===== config.mk =====
export PLATFORM = sky130hd
export DESIGN_NAME = hbridge_gate_ctrl
export DESIGN_NICKNAME = d
export VERILOG_FILES = /design/src/rtl/hbg_pkg.sv /design/src/rtl/hbg_level_filter.sv /design/src/rtl/hbg_leg_interlock.sv /design/src/rtl/hbg_power_seq.sv /design/src/rtl/hbridge_gate_ctrl.sv
export SDC_FILE = /design/constraint.sdc
export NUM_CORES = 1
export LEC_CHECK = 0
export CAP_MARGIN = 10
export CELL_PAD_IN_SITES_DETAIL_PLACEMENT = 1
export CELL_PAD_IN_SITES_GLOBAL_PLACEMENT = 2
export CORE_MARGIN = 2
export CORE_UTILIZATION = 40
export CTS_CLUSTER_DIAMETER = 100
export DETAILED_ROUTE_END_ITERATION = 8
export GPL_TIMING_DRIVEN = 0
export HOLD_SLACK_MARGIN = 0.02
export PLACE_DENSITY = 0.8
export SETUP_SLACK_MARGIN = 0.02
export SLEW_MARGIN = 10
export SYNTH_ARGS = -nofsm -noshare
export SYNTH_HDL_FRONTEND = slang
export SYNTH_HIERARCHICAL = 1
export SYNTH_SLANG_ARGS = --single-unit

===== constraint.sdc =====
create_clock -name clk -period 4.4 [get_ports clk]
set_clock_uncertainty 0.2 [all_clocks]
set_input_delay 0.88 -clock clk [delete_from_list [all_inputs] [get_ports clk]]
set_output_delay 0.88 -clock clk [all_outputs]
set_load 0.005 [all_outputs]

===== src/rtl/hbg_pkg.sv =====
package hbg_pkg;

  typedef enum logic [1:0] {
    PWR_ACTIVE = 2'd0,
    PWR_SLEEP  = 2'd1,
    PWR_WAKE   = 2'd2
  } pwr_state_e;

  typedef struct packed {
    logic hi;
    logic lo;
  } leg_pair_t;

  // Lock-out decode: a conflicting or empty request turns the leg off.
  function automatic leg_pair_t leg_decode(input logic hi_cmd, input logic lo_cmd);
    leg_pair_t r;
    r.hi = hi_cmd & ~lo_cmd;
    r.lo = lo_cmd & ~hi_cmd;
    return r;
  endfunction

endpackage


===== src/rtl/hbg_level_filter.sv =====
module hbg_level_filter #(
  parameter int unsigned SYNC_STAGES   = 2,
  parameter int unsigned STABLE_CYCLES = 4
) (
  input  logic clk,
  input  logic rst_n,
  input  logic raw_i,
  output logic level_o
);

  localparam int unsigned CW = $clog2(STABLE_CYCLES + 1);

  logic [SYNC_STAGES-1:0] sync_q;
  logic                   sync_bit;
  logic [CW-1:0]          cnt_q, cnt_d;
  logic                   lvl_q, lvl_d;

  assign sync_bit = sync_q[SYNC_STAGES-1];

  always_ff @(posedge clk or negedge rst_n) begin
    if (!rst_n) sync_q <= '0;
    else        sync_q <= {sync_q[SYNC_STAGES-2:0], raw_i};
  end

  // A new level is taken only after it has differed from the held
  // level on STABLE_CYCLES consecutive edges.
  always_comb begin
    cnt_d = cnt_q;
    lvl_d = lvl_q;
    if (sync_bit != lvl_q) begin
      if (cnt_q == CW'(STABLE_CYCLES - 1)) begin
        lvl_d = sync_bit;
        cnt_d = '0;
      end else begin
        cnt_d = cnt_q + 1'b1;
      end
    end else begin
      cnt_d = '0;
    end
  end

  always_ff @(posedge clk or negedge rst_n) begin
    if (!rst_n) begin
      cnt_q <= '0;
      lvl_q <= 1'b0;
    end else begin
      cnt_q <= cnt_d;
      lvl_q <= lvl_d;
    end
  end

  assign level_o = lvl_q;

endmodule


===== src/rtl/hbg_leg_interlock.sv =====
module hbg_leg_interlock
  import hbg_pkg::*;
#(
  parameter int unsigned NUM_PHASES = 2
) (
  input  logic [NUM_PHASES-1:0] hi_i,
  input  logic [NUM_PHASES-1:0] lo_i,
  input  logic                  run_i,
  output logic [NUM_PHASES-1:0] gate_hi_o,
  output logic [NUM_PHASES-1:0] gate_lo_o
);

  for (genvar p = 0; p < NUM_PHASES; p++) begin : g_leg
    leg_pair_t dec;
    always_comb begin
      dec          = leg_decode(hi_i[p], lo_i[p]);
      gate_hi_o[p] = dec.hi & run_i;
      gate_lo_o[p] = dec.lo & run_i;
    end
  end

endmodule


===== src/rtl/hbg_power_seq.sv =====
module hbg_power_seq
  import hbg_pkg::*;
#(
  parameter int unsigned SYNC_STAGES  = 2,
  parameter int unsigned SLEEP_CYCLES = 1_000_000,
  parameter int unsigned WAKE_CYCLES  = 50_000
) (
  input  logic clk,
  input  logic rst_n,
  input  logic enable_i,
  output logic active_o,
  output logic asleep_o
);

  localparam int unsigned MAX_CNT = (SLEEP_CYCLES > WAKE_CYCLES) ? SLEEP_CYCLES : WAKE_CYCLES;
  localparam int unsigned CW      = $clog2(MAX_CNT + 1);

  logic [SYNC_STAGES-1:0] en_sync_q;
  logic                   en_s;
  pwr_state_e             st_q, st_d;
  logic [CW-1:0]          cnt_q, cnt_d;

  always_ff @(posedge clk or negedge rst_n) begin
    if (!rst_n) en_sync_q <= '0;
    else        en_sync_q <= {en_sync_q[SYNC_STAGES-2:0], enable_i};
  end

  assign en_s = en_sync_q[SYNC_STAGES-1];

  always_comb begin
    st_d  = st_q;
    cnt_d = cnt_q;
    unique case (st_q)
      PWR_ACTIVE: begin
        if (en_s) begin
          cnt_d = '0;
        end else if (cnt_q == CW'(SLEEP_CYCLES - 1)) begin
          st_d  = PWR_SLEEP;
          cnt_d = '0;
        end else begin
          cnt_d = cnt_q + 1'b1;
        end
      end
      PWR_SLEEP: begin
        cnt_d = '0;
        if (en_s) st_d = PWR_WAKE;
      end
      PWR_WAKE: begin
        if (!en_s) begin
          st_d  = PWR_SLEEP;
          cnt_d = '0;
        end else if (cnt_q == CW'(WAKE_CYCLES - 1)) begin
          st_d  = PWR_ACTIVE;
          cnt_d = '0;
        end else begin
          cnt_d = cnt_q + 1'b1;
        end
      end
      default: begin
        st_d  = PWR_SLEEP;
        cnt_d = '0;
      end
    endcase
  end

  always_ff @(posedge clk or negedge rst_n) begin
    if (!rst_n) begin
      st_q  <= PWR_ACTIVE;
      cnt_q <= '0;
    end else begin
      st_q  <= st_d;
      cnt_q <= cnt_d;
    end
  end

  assign active_o = (st_q == PWR_ACTIVE);
  assign asleep_o = ~active_o;

endmodule


===== src/rtl/hbridge_gate_ctrl.sv =====
module hbridge_gate_ctrl #(
  parameter int unsigned NUM_PHASES       = 2,
  parameter int unsigned SYNC_STAGES      = 2,
  parameter int unsigned FILT_CYCLES      = 4,
  parameter int unsigned CLK_FREQ_HZ      = 100_000_000,
  parameter int unsigned SLEEP_TIMEOUT_US = 10_000,
  parameter int unsigned WAKE_DELAY_US    = 500
) (
  input  logic                  clk,
  input  logic                  rst_n,
  input  logic                  enable_i,
  input  logic                  supply_dis_i,
  input  logic [NUM_PHASES-1:0] cmd_hi_i,
  input  logic [NUM_PHASES-1:0] cmd_lo_i,
  output logic [NUM_PHASES-1:0] gate_hi_o,
  output logic [NUM_PHASES-1:0] gate_lo_o,
  output logic [NUM_PHASES-1:0] hiz_hi_o,
  output logic [NUM_PHASES-1:0] hiz_lo_o
);

  localparam int unsigned CYC_PER_US   = CLK_FREQ_HZ / 1_000_000;
  localparam int unsigned SLEEP_CYCLES = CYC_PER_US * SLEEP_TIMEOUT_US;
  localparam int unsigned WAKE_CYCLES  = CYC_PER_US * WAKE_DELAY_US;

  logic [NUM_PHASES-1:0] filt_hi, filt_lo;
  logic                  active, asleep, run;

  for (genvar p = 0; p < NUM_PHASES; p++) begin : g_filt
    hbg_level_filter #(
      .SYNC_STAGES  (SYNC_STAGES),
      .STABLE_CYCLES(FILT_CYCLES)
    ) u_hi (
      .clk    (clk),
      .rst_n  (rst_n),
      .raw_i  (cmd_hi_i[p]),
      .level_o(filt_hi[p])
    );
    hbg_level_filter #(
      .SYNC_STAGES  (SYNC_STAGES),
      .STABLE_CYCLES(FILT_CYCLES)
    ) u_lo (
      .clk    (clk),
      .rst_n  (rst_n),
      .raw_i  (cmd_lo_i[p]),
      .level_o(filt_lo[p])
    );
  end

  hbg_power_seq #(
    .SYNC_STAGES (SYNC_STAGES),
    .SLEEP_CYCLES(SLEEP_CYCLES),
    .WAKE_CYCLES (WAKE_CYCLES)
  ) u_pwr (
    .clk     (clk),
    .rst_n   (rst_n),
    .enable_i(enable_i),
    .active_o(active),
    .asleep_o(asleep)
  );

  // Raw enable and supply disable cut the gates without waiting for a clock.
  assign run = active & enable_i & ~supply_dis_i;

  hbg_leg_interlock #(
    .NUM_PHASES(NUM_PHASES)
  ) u_lock (
    .hi_i     (filt_hi),
    .lo_i     (filt_lo),
    .run_i    (run),
    .gate_hi_o(gate_hi_o),
    .gate_lo_o(gate_lo_o)
  );

  assign hiz_hi_o = {NUM_PHASES{asleep}};
  assign hiz_lo_o = {NUM_PHASES{asleep}};

endmodule


==> results.json <==
{
  "clk-insertion-delay-late_ns": 0.30,
  "switchingPower_mw": 0.263,
  "fin_setup_tns_ns": 0,
  "yosysUniqueCellTypes": 38,
  "clockRootBuffer": "clkbuf_8",
  "die-width_um": 77.8,
  "hold-path-cell-count": 0,
  "cts_resized": 0,
  "drv_slew": 0,
  "status": "completed",
  "grt_pass1_vias": 1663,
  "setup_viol": 0,
  "internal_power_mw": 0.760,
  "power_leakage_nw": 1.07,
  "start_kind": "primary input",
  "grt_pass1_wl_um": 7910,
  "drt-vias-per-instance": 5.37,
  "drive_gt1_frac": 0.167,
  "track_usage": 0.166,
  "drc": 0,
  "hold_viol_final": 0,
  "die_h_um": 77.8,
  "grt_max_degree": 37,
  "initialDrtViolationCount": 46,
  "dr_total_vias": 1503,
  "detail-route-antenna-nets": 0,
  "ir_drop_uv": 130,
  "slowest_delay_ns": 0.50,
  "die_area_um2": 6060,
  "fill_cells": 552,
  "endpoint_kind": "output port",
  "antenna_found_initial": 0,
  "netlist.area_leader.share": 0.551,
  "highest_layer": "met4",
  "area_growth_syn_to_layout_pct": 16.9,
  "cts_tree": "done",
  "synth_area_per_cell_um2": 11.7,
  "multi_input_area_um2": 897,
  "path_cells": "clkdlybuf4s50_1 -> and3b_1 -> and3b_1 -> clkdlybuf4s50_1",
  "clockBufferDepth": 2,
  "ctsHoldBuffers": 0,
  "portBuffers": 15,
  "synth.top_cells.by_area": "dfrtp_1, xnor2_1, ha_1",
  "firstDrtPassIters": 4,
  "min_period_over_period": 0.761,
  "clkSinkCount": 48,
  "netSwitchingFraction": 0.257,
  "syn_inst": 186,
  "num_rows": 26,
  "worst_pin_slew_ns": 0.465,
  "gp_congestion": 0.749,
  "cap_viol_max_count": 0,
  "drt-met1-wl_um": 2050,
  "syn_nets": 199,
  "seq_area_um2": 1200,
  "post_cts_buffers": 0,
  "path_clk_slew_ns": 0.09,
  "slowest_stage": "clkdlybuf4s50_1",
  "ioPinCount": 16,
  "holdWs_ns": 0.157,
  "path_class": "in -> out",
  "crit_family": "buffers and inverters",
  "path_max_fanout": 4,
  "cp.depth": 4,
  "final_cell_mix": "dfrtp_1, clkdlybuf4s50_1, a21oi_1",
  "yosys_register_bits": 48,
  "htree_levels": 2,
  "p_clk_frac": 0.318,
  "cts_inserted_buffers": 5,
  "reg2reg_depth": 6,
  "cp_num_buf_inv": 2,
  "netlist_area_um2": 2180,
  "ys_warn_count": 6,
  "met2_length_um": 2310,
  "seq_power_share": 0.523,
  "synth_top_area_cell": "dfrtp_1",
  "initial_core_util": 0.422,
  "route.met3.wl_um": 110,
  "comb_power_share": 0.159,
  "grt_overflow": 0,
  "period_minus_slack_ns": 3.35,
  "wl_um": 4530,
  "mostFrequentLayoutCell": "dfrtp_1",
  "fmax_ghz": 0.299,
  "fin_nets": 222,
  "cp.required_ns": 3.32,
  "diodes": 0,
  "slew_headroom": 0.690,
  "hpwl_um": 3220,
  "coreArea_um2": 5170,
  "wl_per_cell_um": 16.2,
  "p_per_area_nw_per_um2": 402,
  "min_path_type": "reg -> reg",
  "crit_arrival_ns": 2.27,
  "grt_setup_unrepaired": "no",
  "synth.yosys.seq_area_share": 0.551
}
power groups by stage:
stage / Clock (mW) / Sequential [mW] / Combinational, mW
floorplan: 0 / 0.531 / 0.113
global placement: 0 / 0.539 / 0.144
detailed placement: 0 / 0.545 / 0.166
CTS: 0.337 / 0.537 / 0.166
global route: 0.357 / 0.546 / 0.182
finish: 0.325 / 0.535 / 0.163
path summary, 6_finish.rpt:
path                                     startpoint                  endpoint  slack [ns]
min in group asynchronous                     rst_n            u_pwr/cnt_q[1]        0.25
hold / removal             g_filt[1].u_lo/sync_q[0]  g_filt[1].u_lo/sync_q[1]        0.16
setup reg to reg                     u_pwr/cnt_q[0]            u_pwr/cnt_q[0]        2.05
hold reg to reg            g_filt[1].u_lo/sync_q[0]  g_filt[1].u_lo/sync_q[1]        0.16
max in group asynchronous                     rst_n            u_pwr/cnt_q[6]        3.26
setup / recovery                           enable_i              gate_lo_o[0]        1.05
registers in the layout, summed over array words and instances, names as in the netlist:
signal               cells
u_pwr/en_sync_q          2
g_filt.u_lo/level_o      2
g_filt.u_lo/cnt_q        6
g_filt.u_hi/cnt_q        6
u_pwr/st_q               2
g_filt.u_hi/sync_q       4
g_filt.u_hi/level_o      2
u_pwr/cnt_q             20
g_filt.u_lo/sync_q       4
metrics by stage:
stage           util  instances  power (mW)  worst slack (ns)  area [um^2]
2_1_floorplan      -        186       0.644              2.05         2180
3_3_place_gp   0.468        271       0.683              1.01         2420
3_5_place_dp   0.470        272       0.711              1.04         2430
4_1_cts        0.493        280        1.04              1.04         2550
5_1_grt        0.493        280        1.08             0.988         2550
6_report       0.493        280        1.02              1.05         2550
cells in the mapped netlist:
cell / n
nand3b_1: 1
or3_1: 5
inv_1: 4
or4_1: 4
a21boi_0: 1
a22oi_2: 1
nand3_2: 1
dfrtp_1: 48
o31ai_2: 1
xnor2_1: 10
a22oi_1: 7
ha_1: 5
xor2_1: 4
nor3_1: 8
buf_2: 3
nor2b_1: 1
or2_2: 2
o21ai_0: 5
nand3_1: 8
or4_4: 1
nand2_1: 7
nor3b_1: 8
o31ai_1: 4
a21oi_1: 11
mux2_2: 4
nand4_1: 3
and3_2: 2
nor2b_4: 4
nand2b_1: 1
nor4b_1: 1
nor2_1: 2
and3_1: 2
clkbuf_1: 4
nand4bb_1: 1
buf_4: 5
a2bb2oi_1: 1
and3b_1: 5
or4_2: 1
cell families after synthesis:
family                     synth area share
and+or+nand+nor                       0.212
DFF                                   0.551
muxes                                0.0207
adders and majority gates            0.0287
buffers and inverters                0.0379
AOI/OAI and AO/OA                    0.0935
xor gates and xnor gates             0.0562
routing by layer:
layer  vias to the layer above  GRT usage
met2                        18      0.284
met1                       769      0.210
met3                         7     0.0349
met4                         0     0.0536
li1                        709          -
met5                         -          0
cell type report:
| class | instances | area share |
|---|---|---|
| inverter | 4 | 0.00589 |
| sequential | 48 | 0.471 |
| timing repair buffer | 16 | 0.0648 |
| multi-input combinational | 122 | 0.352 |
| clock buffer | 5 | 0.0270 |
| buffer | 12 | 0.0265 |
| tap | 70 | 0.0344 |
| clock inverter | 3 | 0.0182 |
Power figures use the tool's default switching activity.
